`config.mk`:
```
export PLATFORM = sky130hd
export DESIGN_NAME = dma_prio_arbiter
export DESIGN_NICKNAME = d
export VERILOG_FILES = /design/src/rtl/dma_arb_pkg.sv /design/src/rtl/dma_req_qualify.sv /design/src/rtl/dma_arb_pick.sv /design/src/rtl/dma_grant_hold.sv /design/src/rtl/dma_prio_arbiter.sv
export SDC_FILE = /design/constraint.sdc
export NUM_CORES = 1
export LEC_CHECK = 0
export BUFFER_PORTS_ARGS = -buffer_cell sky130_fd_sc_hd__clkbuf_2
export CAP_MARGIN = 10
export CORE_MARGIN = 2
export CORE_UTILIZATION = 57
export DETAILED_ROUTE_END_ITERATION = 10
export PLACE_DENSITY = 0.84
export SYNTH_ARGS = -nofsm -noshare
export SYNTH_HDL_FRONTEND = slang
export SYNTH_HIERARCHICAL = 1
export SYNTH_SLANG_ARGS = --single-unit
```
`constraint.sdc`:
```
create_clock -name clk -period 6.6 [get_ports clk]
set_input_delay 1.98 -clock clk [delete_from_list [all_inputs] [get_ports clk]]
set_output_delay 1.98 -clock clk [all_outputs]
set_load 0.005 [all_outputs]
```
`src/rtl/dma_arb_pkg.sv`:
```
// Package: shared encodings for the DMA request arbiter.
// Assumes two-bit source codes per channel.
package dma_arb_pkg;
    typedef enum logic [1:0] {
        SRC_AUTO = 2'b00,
        SRC_EXT  = 2'b01,
        SRC_PERI = 2'b10,
        SRC_OFF  = 2'b11
    } src_sel_e;
endpackage

```
`src/rtl/dma_req_qualify.sv`:
```
// Module: dma_req_qualify
// Turns raw request lines into one eligibility bit per channel.
// The external line exists only below EXT_CH and the peripheral line only
// below PERI_CH; any other code/channel pairing yields no request.
// Assumes EXT_CH <= NCH and PERI_CH <= NCH. Purely combinational.
module dma_req_qualify
    import dma_arb_pkg::*;
#(
    parameter int NCH     = 12,
    parameter int EXT_CH  = 4,
    parameter int PERI_CH = 6
) (
    input  logic [NCH-1:0]   ch_en_i,
    input  logic [2*NCH-1:0] src_sel_i,
    input  logic [EXT_CH-1:0]  ext_req_i,
    input  logic [PERI_CH-1:0] peri_req_i,
    input  logic [NCH-1:0]   auto_req_i,
    output logic [NCH-1:0]   elig_o
);
    for (genvar i = 0; i < NCH; i++) begin : g_ch
        logic ext_ok;
        logic peri_ok;
        src_sel_e code;
        assign code = src_sel_e'(src_sel_i[2*i +: 2]);

        if (i < EXT_CH) begin : g_ext
            assign ext_ok = ext_req_i[i];
        end else begin : g_noext
            assign ext_ok = 1'b0;
        end

        if (i < PERI_CH) begin : g_peri
            assign peri_ok = peri_req_i[i];
        end else begin : g_noperi
            assign peri_ok = 1'b0;
        end

        // Select the request line named by this channel's source code.
        always_comb begin
            unique case (code)
                SRC_AUTO: elig_o[i] = ch_en_i[i] & auto_req_i[i];
                SRC_EXT:  elig_o[i] = ch_en_i[i] & ext_ok;
                SRC_PERI: elig_o[i] = ch_en_i[i] & peri_ok;
                default:  elig_o[i] = 1'b0;
            endcase
        end
    end
endmodule

```
`src/rtl/dma_arb_pick.sv`:
```
// Module: dma_arb_pick
// Chooses one channel from an eligibility vector. Fixed order takes the
// lowest number; rotating order searches upward from last_i + 1 with wrap.
// Assumes last_i < NCH. Purely combinational.
module dma_arb_pick #(
    parameter int NCH  = 12,
    localparam int IDXW = $clog2(NCH)
) (
    input  logic [NCH-1:0]  elig_i,
    input  logic            rr_mode_i,
    input  logic [IDXW-1:0] last_i,
    output logic            win_vld_o,
    output logic [IDXW-1:0] win_idx_o
);
    // Scan the candidates in the order the selected mode gives.
    always_comb begin
        win_vld_o = 1'b0;
        win_idx_o = '0;
        for (int k = 0; k < NCH; k++) begin
            int cand;
            if (rr_mode_i) begin
                cand = int'(last_i) + 1 + k;
                if (cand >= NCH) cand = cand - NCH;
            end else begin
                cand = k;
            end
            if (!win_vld_o && elig_i[cand]) begin
                win_vld_o = 1'b1;
                win_idx_o = IDXW'(cand);
            end
        end
    end
endmodule

```
`src/rtl/dma_grant_hold.sv`:
```
// Module: dma_grant_hold
// Holds the current grant and the rotation pointer. A winner is taken only
// when nothing is held; the owner's done pulse frees it. Assumes win_idx_i < NCH.
module dma_grant_hold #(
    parameter int NCH  = 12,
    localparam int IDXW = $clog2(NCH)
) (
    input  logic            clk,
    input  logic            rst_n,
    input  logic            win_vld_i,
    input  logic [IDXW-1:0] win_idx_i,
    input  logic [NCH-1:0]  done_i,
    output logic            held_o,
    output logic [IDXW-1:0] idx_o,
    output logic [IDXW-1:0] last_o
);
    // Take, keep or release the grant; move the pointer on each new grant.
    always_ff @(posedge clk) begin
        if (!rst_n) begin
            held_o <= 1'b0;
            idx_o  <= '0;
            last_o <= IDXW'(NCH - 1);
        end else if (held_o) begin
            if (done_i[idx_o]) begin
                held_o <= 1'b0;
                idx_o  <= '0;
            end
        end else if (win_vld_i) begin
            held_o <= 1'b1;
            idx_o  <= win_idx_i;
            last_o <= win_idx_i;
        end
    end
endmodule

```
`src/rtl/dma_prio_arbiter.sv`:
```
// Module: dma_prio_arbiter (top)
// Twelve-channel request arbiter: qualifies each request by source and
// channel number, picks in fixed or rotating order, and holds the grant
// until the owner reports done. Assumes synchronous active-low reset.
module dma_prio_arbiter #(
    parameter int NCH     = 12,
    parameter int EXT_CH  = 4,
    parameter int PERI_CH = 6,
    localparam int IDXW   = $clog2(NCH)
) (
    input  logic               clk,
    input  logic               rst_n,
    input  logic               rr_mode_i,
    input  logic [NCH-1:0]     ch_en_i,
    input  logic [2*NCH-1:0]   src_sel_i,
    input  logic [EXT_CH-1:0]  ext_req_i,
    input  logic [PERI_CH-1:0] peri_req_i,
    input  logic [NCH-1:0]     auto_req_i,
    input  logic [NCH-1:0]     done_i,
    output logic [NCH-1:0]     grant_o,
    output logic [IDXW-1:0]    grant_idx_o,
    output logic               grant_vld_o
);
    logic [NCH-1:0]  elig;
    logic            win_vld;
    logic [IDXW-1:0] win_idx;
    logic            held;
    logic [IDXW-1:0] held_idx;
    logic [IDXW-1:0] last_idx;

    dma_req_qualify #(.NCH(NCH), .EXT_CH(EXT_CH), .PERI_CH(PERI_CH)) qual_i (
        .ch_en_i    (ch_en_i),
        .src_sel_i  (src_sel_i),
        .ext_req_i  (ext_req_i),
        .peri_req_i (peri_req_i),
        .auto_req_i (auto_req_i),
        .elig_o     (elig)
    );

    dma_arb_pick #(.NCH(NCH)) pick_i (
        .elig_i    (elig),
        .rr_mode_i (rr_mode_i),
        .last_i    (last_idx),
        .win_vld_o (win_vld),
        .win_idx_o (win_idx)
    );

    dma_grant_hold #(.NCH(NCH)) hold_i (
        .clk       (clk),
        .rst_n     (rst_n),
        .win_vld_i (win_vld),
        .win_idx_i (win_idx),
        .done_i    (done_i),
        .held_o    (held),
        .idx_o     (held_idx),
        .last_o    (last_idx)
    );

    // Decode the held index into the one-hot grant vector.
    always_comb begin
        grant_o = '0;
        if (held) grant_o[held_idx] = 1'b1;
    end

    assign grant_idx_o = held_idx;
    assign grant_vld_o = held;
endmodule

```
# After elaboration in Yosys (flattened, before gate mapping)
# Cells that the tools add are included.
# Widths: inputs -> output; s select.
# word_totals
in_bits	73
register_bits	9
wordCells	232
out_inout_bits	17
# op_classes
addsub	24
bitwise_logic	23
magnitude_cmp	26
n_reduce_logical	38
muxes	107
n_eq_ne	11
# ops
op	count
$mux 32	24
$lt 32x6->1 const B	12
$ge 32x5->1 const B	11
$sub 32x5->32 const B	11
$add 32x4->32 const B	4
$add 32x5->32 const B	4
$add 32x3->32 const B	2
$mux 4	15
$bmux 1 s4	13
$mux 1	47
$add 32x2->32 const B	1
$logic_not 2->1	12
$and 1x1->1	22
$eq 2x2->1 const B	6
$logic_and 1x1->1	12
$mux 12	1
$pmux 1 s3	4
$logic_not 1->1	11
$eq 2x1->1 const B	4
$sub 5x4->6 const B	1
$add 4x1->5 const B	1
$ge 5x4->1 const B	1
$lt 4x5->1 const B	1
$demux 1 s4	1
6 further kinds	8

# Longest topological paths before layout
# Gate-level depths: netlist (run 1).
# logic_depth
ltp_word	43
mapped_depth	26
ltp_nobuf	21

# Cells and area by module
# Netlist (run 1), hierarchy kept.
# modules_own_cells
mod	instances	area_each_um2	seq_area_each_um2	cells_each
dma_arb_pick	1	2957.8	0.0	420
dma_req_qualify	1	442.9	0.0	48
dma_grant_hold	1	427.9	180.2	37
dma_prio_arbiter	1	93.8	0.0	18

# Least setup slack after synthesis (run 1)
# No wires, ideal clock.
# synth_path
kind	in2reg
startpoint	in src_sel_i[0]
endpoint	reg hold_i.idx_o[1]
slack_ns	0.617
path_buffers	3
stages	17
arrival_ns	5.866
setup_ns	0.117
t_required_ns	6.483
cell_sequence	inv_1 > ha_1 > a221oi_2 > nor4b_2 > mux4_2 > mux2_2 > a21oi_2 > or4b_1 > buf_2 > or4_1 > buf_2 > nor2_1 > nand2b_1 > nor2b_1 > clkbuf_1 > and2_1 > a22o_1
# synth_between
elab_chain_cells	41
elab_cells_between_ends	90
cone_classes	eq/ne: 2; mux: 63; reduce/logical: 25
# synth_lines
element	line	rtl
from (decl)	dma_prio_arbiter.sv:15	input logic [2*NCH-1:0] src_sel_i,
$eq 2x2->1 (tied with other cells)	dma_req_qualify.sv:40	unique case (code)
$pmux 1 s3 *	dma_req_qualify.sv:40	
via elig[0]	dma_prio_arbiter.sv:24	logic [NCH-1:0] elig;
$bmux 1 s4	dma_arb_pick.sv:27	if (!win_vld_o && elig_i[cand]) begin
$mux 1 (implied by the code) (2 in a row)	dma_arb_pick.sv:27	
$mux 1	dma_arb_pick.sv:27	
$logic_not 1->1	dma_arb_pick.sv:27	
$logic_and 1x1->1	dma_arb_pick.sv:27	
(+26 left out)	n/a	
$logic_and 1x1->1	dma_arb_pick.sv:27	
$mux 1	dma_arb_pick.sv:27	
$logic_not 1->1	dma_arb_pick.sv:27	
$logic_and 1x1->1	dma_arb_pick.sv:27	
$mux 1 *	dma_arb_pick.sv:27	
via win_vld	dma_prio_arbiter.sv:25	logic win_vld;
$reduce_bool 2->1 (no source line) *	n/a	
$reduce_and 2->1 (no source line) *	n/a	
to (signal assigned)	dma_grant_hold.sv:30	idx_o <= win_idx_i;
to (decl)	dma_grant_hold.sv:14	output logic [IDXW-1:0] idx_o,
# The timed path passes the listed nets; every way through them passes the cells marked *. The select of a mux whose other input is x is not followed.
# A chain may end at the register's enable or synchronous reset.

# Final worst setup path (run 1)
# layout_path
startpoint	reg hold_i.last_o[0]
endpoint	reg hold_i.last_o[2]
# layout_between
elab_cells_between_ends	143
cone_classes	add/sub: 24; order compare: 12; mux: 84; reduce/logical: 23
# layout_lines
element	line	rtl
from (decl)	dma_grant_hold.sv:15	output logic [IDXW-1:0] last_o
from (signal assigned)	dma_grant_hold.sv:22	last_o <= IDXW'(NCH - 1);
from (signal assigned)	dma_grant_hold.sv:31	last_o <= win_idx_i;
$add 4x1->5 *	dma_arb_pick.sv:22	cand = int'(last_i) + 1 + k;
branches (longest 39 deep; another with $add 32x2->32)	n/a	
$mux 4 *	dma_arb_pick.sv:27	
via win_idx[2]	dma_prio_arbiter.sv:26	logic [IDXW-1:0] win_idx;
# Mark *: on every way through the listed nets, which the timed path passes. The select of a mux whose other input is x is not followed.

==> impl_metrics.toml, run 1 <==
[timing]
finalWorstSetupSlack_ns = 0.506
rsz0062_at_grt = "false"
period_needed_ns = 6.09
slew-limit-headroom_pct = 55.3
setup_viol = 0
report.final.hold_viol_count = 0
drv_slew = 0
finalSetupTns_ns = 0
fmax_mhz = 164
skew_ns = 0.000770
worst_pin_slew_ns = 0.669
hold-worst-slack_ns = 0.638
fin_crit_sh_pct = 92.3

[yosys]
syn_inst = 523
netlist_area_um2 = 3920
synth_cell_types = 92
syn_nets = 625
synth_top_flop_cell = "dfxtp_1"
syn_area_per_cell_um2 = 7.50
ys_ff_latch = 9
async_reset_ff_share_pct = 0
ys_seq_area_share_pct = 4.59
synth_edf_count = 0
yosysWarningCount = 6

[global_route]
grt_use_total_pct = 30.9
grt_antenna_before_repair = 0
overflow = 0
first_global_vias = 4164
grt_pass1_wl_um = 19200
grt_max_degree = 32

[power]
clockPowerShare_pct = 2.2
p_seq_share_pct = 4.5
irDropWorstVdd_mv = 0.210
p_int_mw = 1.21
p_per_area_nw_per_um2 = 639
power.share.switching_pct = 57.5
p_sw_mw = 1.64
leakagePower_nw = 1.99
power_frac_comb_pct = 93.3
power_mw = 2.85

[worst_setup_path]
crit_fanout = 31
ff2ff_setup_slack_ns = 0.51
path_class = "flip-flop to flip-flop"
required_ns = 6.72
arrival_ns = 6.22
cp-start-kind = "flip-flop"
crit_path_end_kind = "flip-flop"

[layout]
design_area_um2 = 4460
drive_above_1_share_pct = 27.0
nNetsFinal = 702
areaGrowthSynthToFinish_pct = 13.7
post-route-util_pct = 66.4
fin_cells = 679
diodes = 0

[floorplanning]
start_util_pct = 58.4
die-area_um2 = 7560
core_um2 = 6720
io_pins = 90
placementRows = 30
fp.dieW_um = 87.0
dieHeight_um = 87.0

[clock_tree]
cts_root_buf = "clkbuf_8"
cts_num_sinks = 9
postCtsSetupBuffers = 0
cts_hold_buffers = 0
cts_max_path_buffers = 2
path_clk_slew_ns = 0.04
cts_buffers = 3
ctsResizeCount = 0
htree_levels = 1
cts_tree = "yes"
clk_latency_ns = 0.23

[detailed_routing]
first_pass_iters = 5
wirelength_um = 11900
vias = 4470
drt-vias-per-instance = 6.58
drt_first_iter_violations = 233
ant_nets = 0
drc = 0
routedWlPerCell_um = 17.5

[job]
drv_cap = 0

[placement]
gp_congestion = 0.953
placed_area_um2 = 4410
post-dp-hpwl_um = 9560
place_inst = 675
port_buffers = 89
dpl_worst_slack_ns = 0.489

[status]
status = "finished clean"

[min_path]
hp-class = "flip-flop to flip-flop"
-- layout make-up --
class	instances	area, um2
well taps	80	100
fillers	600	2260
clock buffers	4	45.0
repair buffers	103	551
multi-input cells	452	3470
inverters	31	116
flip-flops and latches	9	180
-- cells in the mapped netlist, types with 5 or more instances --
cell type	count	share of area [%]
ha_1	29	9.3
nor3_1	17	2.2
mux4_2	10	5.7
nor2b_1	14	2.2
a211oi_1	5	0.96
o21ai_0	27	3.4
a21oi_1	21	2.7
nand3b_1	6	1.1
o211ai_1	6	1.1
dfxtp_1	9	4.6
mux2i_1	25	6.4
nor2_1	43	4.1
a22o_1	5	1.1
nor3b_1	5	0.96
clkbuf_1	12	1.1
xnor2_1	12	2.7
nand3_1	16	2.0
inv_1	29	2.8
o32ai_1	5	1.1
nand2_1	46	4.4
buf_2	13	1.7
mux2_2	6	1.7
and2_1	6	0.96
a31oi_1	5	0.80
nand4_1	5	0.80
nand2b_1	19	3.0
-- final timing paths --
kind | to | cells after the start | start
setup / recovery | hold_i/last_o[2] | 21 | hold_i/last_o[0]
hold / removal | hold_i/idx_o[2] | 1 | hold_i/idx_o[2]
setup reg to reg | hold_i/last_o[2] | 21 | hold_i/last_o[0]
hold reg to reg | hold_i/idx_o[2] | 1 | hold_i/idx_o[2]
-- power groups by stage --
| stage | Clock [mW] | Combinational (mW) | Sequential (mW) |
|---|---|---|---|
| 6_report | 0.0633 | 2.66 | 0.128 |
| 5_1_grt | 0.0672 | 2.90 | 0.132 |
| 4_1_cts | 0.0654 | 2.59 | 0.127 |
| 3_5_place_dp | 0 | 2.57 | 0.128 |
| 3_3_place_gp | 0 | 2.51 | 0.127 |
| 2_1_floorplan | 0 | 2.05 | 0.100 |
-- placed cells by master, fill, tap and decap left out, types with 5 or more instances in the layout --
cell type / Yosys / final
clkbuf_2: 0 / 89
nand2_1: 46 / 46
nor2_1: 43 / 43
inv_1: 29 / 29
ha_1: 29 / 29
o21ai_0: 27 / 27
mux2i_1: 25 / 25
a21oi_1: 21 / 21
nand2b_1: 19 / 19
nor3_1: 17 / 17
nand3_1: 16 / 16
nor2b_1: 14 / 14
buf_4: 1 / 14
xnor2_1: 12 / 12
mux4_2: 10 / 10
dfxtp_1: 9 / 9
nand3b_1: 6 / 6
and2_1: 6 / 6
o211ai_1: 6 / 6
mux2_2: 6 / 6
a22o_1: 5 / 5
nor3b_1: 5 / 5
nand4_1: 5 / 5
a211oi_1: 5 / 5
o32ai_1: 5 / 5
a31oi_1: 5 / 5
-- worst max-delay path, cell delays in order (launching register included) --
cell	delay [ns]
dfxtp_1	0.63
inv_1	0.23
ha_1	0.40
buf_4	0.35
nand2b_1	0.36
o22ai_1	0.12
nor3_1	0.26
xnor2_1	0.24
inv_1	0.09
ha_1	0.20
nor2_1	0.24
nor2_1	0.07
a211o_1	0.31
mux2_2	0.29
a21oi_1	0.20
nand2b_1	0.20
or4_1	0.69
nor4_4	0.49
a21boi_1	0.23
o22ai_1	0.14
mux2i_1	0.17
nor2b_1	0.06
-- routing by layer --
layer,up-vias,track usage (%),wire length [um]
met1,2091,40.6,5010
met3,45,3.13,787
met4,0,13.5,498
met5,-,0,0
met2,223,51.1,5570
li1,2111,-,-
-- state kept, by name (all words and copies together) (netlist names) --
register and flops:
hold_i/held_o 1, hold_i/idx_o 4, hold_i/last_o 4
-- logic make-up (layout without fill, tap and decap cells) --
logic type                 count (synthesis)  in the layout  share of synthesized area (%)
AOI/OAI and AO/OA                        134            134                           24.9
xor gates and xnor gates                  19             19                           5.10
adders and majority gates                 29             29                           9.25
buffers and inverters                     62            138                           7.02
DFF                                        9              9                           4.59
muxes                                     43             43                           15.2
and+or+nand+nor                          227            227                           34.0
Power figures use the tool's default switching activity.
==> run 2, diff against run 1 <==
CORE_UTILIZATION = 61   (was 57)
PLACE_DENSITY = 0.89   (was 0.84)
clock period = 7.7 ns   (was 6.6 ns; I/O delays follow)
==> run 2 against run 1 <==
- count of clock-buffer cells in the layout unchanged
- core utilization grew 4.0 points
- sequential cell count did not move
- via count is 3.7% higher
- worst setup slack improved by 0.60 ns
- first-iteration DRC count grew 100%
- sequential power shrank 20%
- final cell count down 1.2%
- register-to-register slack gained 0.86 ns
- largest cell class unchanged
- highest routed layer unchanged
==> impl_metrics.toml, run 2 (same netlist as run 1, synthesis figures left out) <==
[floorplanning]
core_um2 = 6280
placementRows = 29
fp.dieW_um = 84.2
io_pins = 90
die-area_um2 = 7090
start_util_pct = 62.5
dieHeight_um = 84.2

[clock_tree]
ctsResizeCount = 0
cts_root_buf = "clkbuf_8"
cts_num_sinks = 9
clk_latency_ns = 0.24
cts_hold_buffers = 0
cts_max_path_buffers = 2
cts_buffers = 3
htree_levels = 1
path_clk_slew_ns = 0.04
cts_tree = "yes"
postCtsSetupBuffers = 0

[timing]
skew_ns = 0.00414
slew-limit-headroom_pct = 42.3
period_needed_ns = 6.60
fmax_mhz = 152
fin_crit_sh_pct = 85.7
finalSetupTns_ns = 0
worst_pin_slew_ns = 0.865
setup_viol = 0
rsz0062_at_grt = "false"
drv_slew = 0
hold-worst-slack_ns = 0.647
report.final.hold_viol_count = 0

[min_path]
hp-class = "flip-flop to flip-flop"

[layout]
final_cell_mix = "clkbuf_2 (89), nand2_1 (46), nor2_1 (43)"
drive_above_1_share_pct = 26.4
reg.largest.list = "hold_i/idx_o: 4 flops, hold_i/last_o: 4 flops, hold_i/held_o: 1 flops"
layout_commonest_cell = "clkbuf_2"
nNetsFinal = 697
areaGrowthSynthToFinish_pct = 12.6
diodes = 0

[worst_setup_path]
path_buf_inv = 2
required_ns = 7.82
slowest_delay_ns = 0.72
path_class = "input pin to flip-flop"
crit_path_cell_trace = "clkbuf_2, inv_1, ha_1, a221oi_2, nor4b_2, mux4_2, mux2_2, a21oi_2, or4b_1, or4_1, nor2_1, nand2b_1, nor2b_1, and2_1, a22o_1"
cp_slowest_cell = "or4_1"
cp-start-kind = "input pin"
arrival_ns = 6.72
crit_path_end_kind = "flip-flop"
crit_fanout = 10
critPathTopFamily = "simple AND/OR/NAND/NOR gates"

[power]
leakagePower_nw = 1.97
p_sw_mw = 1.41
p_seq_share_pct = 4.2
power_frac_comb_pct = 93.5
irDropWorstVdd_mv = 0.307
clockPowerShare_pct = 2.3
p_per_area_nw_per_um2 = 549
power.share.switching_pct = 58.2
p_int_mw = 1.01

[placement]
post-dp-hpwl_um = 9750
port_buffers = 89
gp_congestion = 0.995

[global_route]
grt_pass1_wl_um = 20000
overflow = 0
grt_use_total_pct = 34.2
grt_antenna_before_repair = 0
first_global_vias = 4306
grt_max_degree = 40

[detailed_routing]
wirelength_um = 12500
ant_nets = 0
routedWlPerCell_um = 18.6
vias = 4635
drc = 0
drt-vias-per-instance = 6.91
first_pass_iters = 8
drt_first_iter_violations = 470

[job]
drv_cap = 0

[status]
status = "finished clean"
==> run 2: cell types whose count changed in the layout (fill, tap and decap cells not counted), sizes merged <==
cell | previous run | this run
buf | 14 | 9
==> run 2: area by class of cell <==
| type | count | area (um2) |
|---|---|---|
| multi-input cells | 452 | 3470 |
| fillers | 520 | 1860 |
| repair buffers | 98 | 513 |
| flip-flops and latches | 9 | 180 |
| inverters | 31 | 116 |
| well taps | 77 | 96.3 |
| clock buffers | 4 | 45.0 |
==> run 2: routing by layer <==
| layer | track usage [%] | routed length (um) | vias up |
|---|---|---|---|
| met5 | 0 | 0 | - |
| met4 | 19.2 | 624 | 0 |
| met3 | 3.83 | 1200 | 62 |
| met2 | 57.2 | 5890 | 348 |
| met1 | 42.6 | 4760 | 2117 |
| li1 | - | - | 2108 |
==> run 2: through the flow <==
step	instances	setup slack [ns]	instance area (um2)	total power, mW	util, %
6_report	671	1.10	4420	2.42	70.4
5_1_grt	671	0.881	4420	2.62	70.4
4_1_cts	671	1.17	4420	2.35	70.4
3_5_place_dp	667	0.919	4370	2.29	69.7
3_3_place_gp	667	1.07	4370	2.22	69.7
2_1_floorplan	523	1.39	3920	1.84	-
==> run 2: worst register-to-register path: stages, from the launching register on <==
cell and delay (ns):
dfxtp_1 0.30, buf_4 0.23, inv_1 0.11, ha_1 0.76, nor4bb_1 0.57, o31ai_1 0.20, nand2_1 0.13, inv_1 0.05
ha_1 0.24, or4_4 0.56, o211a_2 0.15, and4_1 0.21, o21ai_2 0.12, nand2_2 0.14, or4b_1 0.66, or4_1 0.72
nor2_1 0.29, nand2b_1 0.09, nor2b_1 0.21, and2_1 0.25, a22o_1 0.26
==> run 2: final timing paths <==
check	startpoint	endpoint	slack [ns]	cells past startpoint
max reg2reg	hold_i/last_o[1]	hold_i/idx_o[1]	1.37	20
min	hold_i/idx_o[3]	hold_i/idx_o[3]	0.65	1
min reg2reg	hold_i/idx_o[3]	hold_i/idx_o[3]	0.65	1
max	src_sel_i[6]	hold_i/idx_o[1]	1.10	15
==> run 2: power groups by stage <==
stage	Clock [mW]	Sequential, mW	Combinational, mW
floorplan	0	0.0860	1.76
global placement	0	0.101	2.12
detailed placement	0	0.101	2.19
CTS	0.0554	0.101	2.20
global route	0.0590	0.105	2.46
finish	0.0546	0.102	2.27
==> run 3, diff against run 2 <==
CORE_UTILIZATION = 62   (was 61)
CTS_BUF_LIST = sky130_fd_sc_hd__clkbuf_4 sky130_fd_sc_hd__clkbuf_8   (was not set)
PLACE_DENSITY = 0.9   (was 0.89)
==> run 3 against run 2 <==
- worst setup slack got worse by 0.055 ns
- critical path type unchanged
- clock skew decreased by 0.00070 ns
- fmax decreased by 0.83%
- via count decreased by 0.47%
==> impl_metrics.toml, run 3 (same netlist as run 1, synthesis figures left out) <==
[status]
status = "finished clean"

[detailed_routing]
drc = 0
routedWlPerCell_um = 18.9
ant_nets = 0
drt_first_iter_violations = 542
vias = 4613
drt-vias-per-instance = 6.90
wirelength_um = 12600
first_pass_iters = 5

[timing]
finalSetupTns_ns = 0
period_needed_ns = 6.65
worst_pin_slew_ns = 0.732
report.final.hold_viol_count = 0
fmax_mhz = 150
fin_crit_sh_pct = 86.4
slew-limit-headroom_pct = 51.1
skew_ns = 0.00343
setup_viol = 0
hold-worst-slack_ns = 0.647
drv_slew = 0
finalWorstSetupSlack_ns = 1.05
rsz0062_at_grt = "false"

[power]
irDropWorstVdd_mv = 0.355
p_per_area_nw_per_um2 = 554
leakagePower_nw = 1.97
power_mw = 2.45

[clock_tree]
cts_root_buf = "clkbuf_8"
cts_tree = "yes"
htree_levels = 1
ctsResizeCount = 0
cts_max_path_buffers = 2
cts_hold_buffers = 0
clk_latency_ns = 0.23
cts_buffers = 3
cts_num_sinks = 9
postCtsSetupBuffers = 0
path_clk_slew_ns = 0.05

[global_route]
grt_max_degree = 40
overflow = 0
grt_use_total_pct = 34.8
grt_pass1_wl_um = 20500
first_global_vias = 4292
grt_antenna_before_repair = 0

[worst_setup_path]
worst-path-stages = 13
slowest_delay_ns = 0.68
reg2reg_from = "hold_i/last_o[1]"
ff2ff_setup_slack_ns = 1.34
endpoint = "hold_i/idx_o[1]"
critPathLaunch = "rr_mode_i"
cp-start-kind = "input pin"
crit_path_cell_trace = "clkbuf_2, buf_4, nor3b_1, mux4_2, mux2_2, a21oi_1, nand2b_1, or4_1, nor2_1, nand2b_1, nor2b_1, and2_1, a22o_1"
cp_slowest_cell = "or4_1"
path_class = "input pin to flip-flop"
path_buf_inv = 2
critPathTopFamily = "simple AND/OR/NAND/NOR gates"
crit_fanout = 39
crit_path_end_kind = "flip-flop"
reg2reg_depth = 19
arrival_ns = 6.77
cpMostUsedCell = "nand2b_1"
required_ns = 7.81
r2r-end = "hold_i/idx_o[1]"

[floorplanning]
start_util_pct = 65.1
fp.dieW_um = 83.5
die-area_um2 = 6980
io_pins = 90
placementRows = 28
core_um2 = 6030
dieHeight_um = 83.5

[placement]
placed_area_um2 = 4370
gp_congestion = 0.993
post-dp-hpwl_um = 9990
port_buffers = 89
dpl_worst_slack_ns = 0.894

[layout]
final_cell_mix = "clkbuf_2 (89), nand2_1 (46), nor2_1 (43)"
nNetsFinal = 697
diodes = 0
design_area_um2 = 4420
multiInputGateArea_um2 = 3470
reg.largest.list = "hold_i/idx_o: 4 flops, hold_i/last_o: 4 flops, hold_i/held_o: 1 flops"
fillCellCount = 487
drive_above_1_share_pct = 26.6
areaGrowthSynthToFinish_pct = 12.7
regArea_um2 = 180
layout_commonest_cell = "clkbuf_2"

[min_path]
hp-class = "flip-flop to flip-flop"

[job]
drv_cap = 0
## run 3: worst reg2reg max path: stages, from the launching register on
cell	delay, ns
dfxtp_1	0.59
inv_1	0.15
ha_1	0.69
nor4bb_1	0.48
o31ai_1	0.18
nand2_1	0.15
inv_1	0.06
ha_1	0.25
or4_4	0.57
o211a_2	0.15
and4_1	0.21
o21ai_2	0.13
nand2_2	0.14
or4b_1	0.66
or4_1	0.72
nor2_1	0.28
nand2b_1	0.10
nor2b_1	0.21
and2_1	0.25
a22o_1	0.26
## run 3: worst min-delay path by stage
stage / end / from / slack, ns / depth (start not counted)
finish: hold_i/idx_o[2] / hold_i/idx_o[2] / 0.65 / 1
global route: hold_i/idx_o[2] / hold_i/idx_o[2] / 0.67 / 1
CTS: hold_i/idx_o[2] / hold_i/idx_o[2] / 0.64 / 1
detailed placement: hold_i/idx_o[2] / hold_i/idx_o[2] / 0.63 / 1
global placement: hold_i/idx_o[2] / hold_i/idx_o[2] / 0.63 / 1
floorplan: hold_i/last_o[3] / hold_i/last_o[3] / 0.46 / 2
## run 3: report_power, final
| part | leakage [nW] | internal (mW) | switching (mW) |
|---|---|---|---|
| Clock | 0.0262 | 0.0396 | 0.0186 |
| Combinational | 1.87 | 0.916 | 1.37 |
| Sequential | 0.0744 | 0.0651 | 0.0325 |
| Total | 1.97 | 1.02 | 1.43 |
## run 3: through the flow
step | instances | util, %
floorplan | 523 | -
finish | 669 | 73.3
detailed placement | 665 | 72.5
CTS | 669 | 73.3
global placement | 665 | 72.5
global route | 669 | 73.3
## run 3: per-layer routing
layer / GRT usage, % / part of all wire (%) / vias to the layer above
li1: - / - / 2113
met1: 42.8 / 39 / 2173
met2: 63.5 / 49 / 277
met3: 4.35 / 8.4 / 50
met4: 9.68 / 3.0 / 0
met5: 0 / 0 / -
## run 3: area by class of cell
type,instances,share of cell area [%]
multi-input cells,452,78.5
repair buffers,98,11.6
well taps,75,2.12
flip-flops and latches,9,4.08
clock buffers,4,1.10
inverters,31,2.63
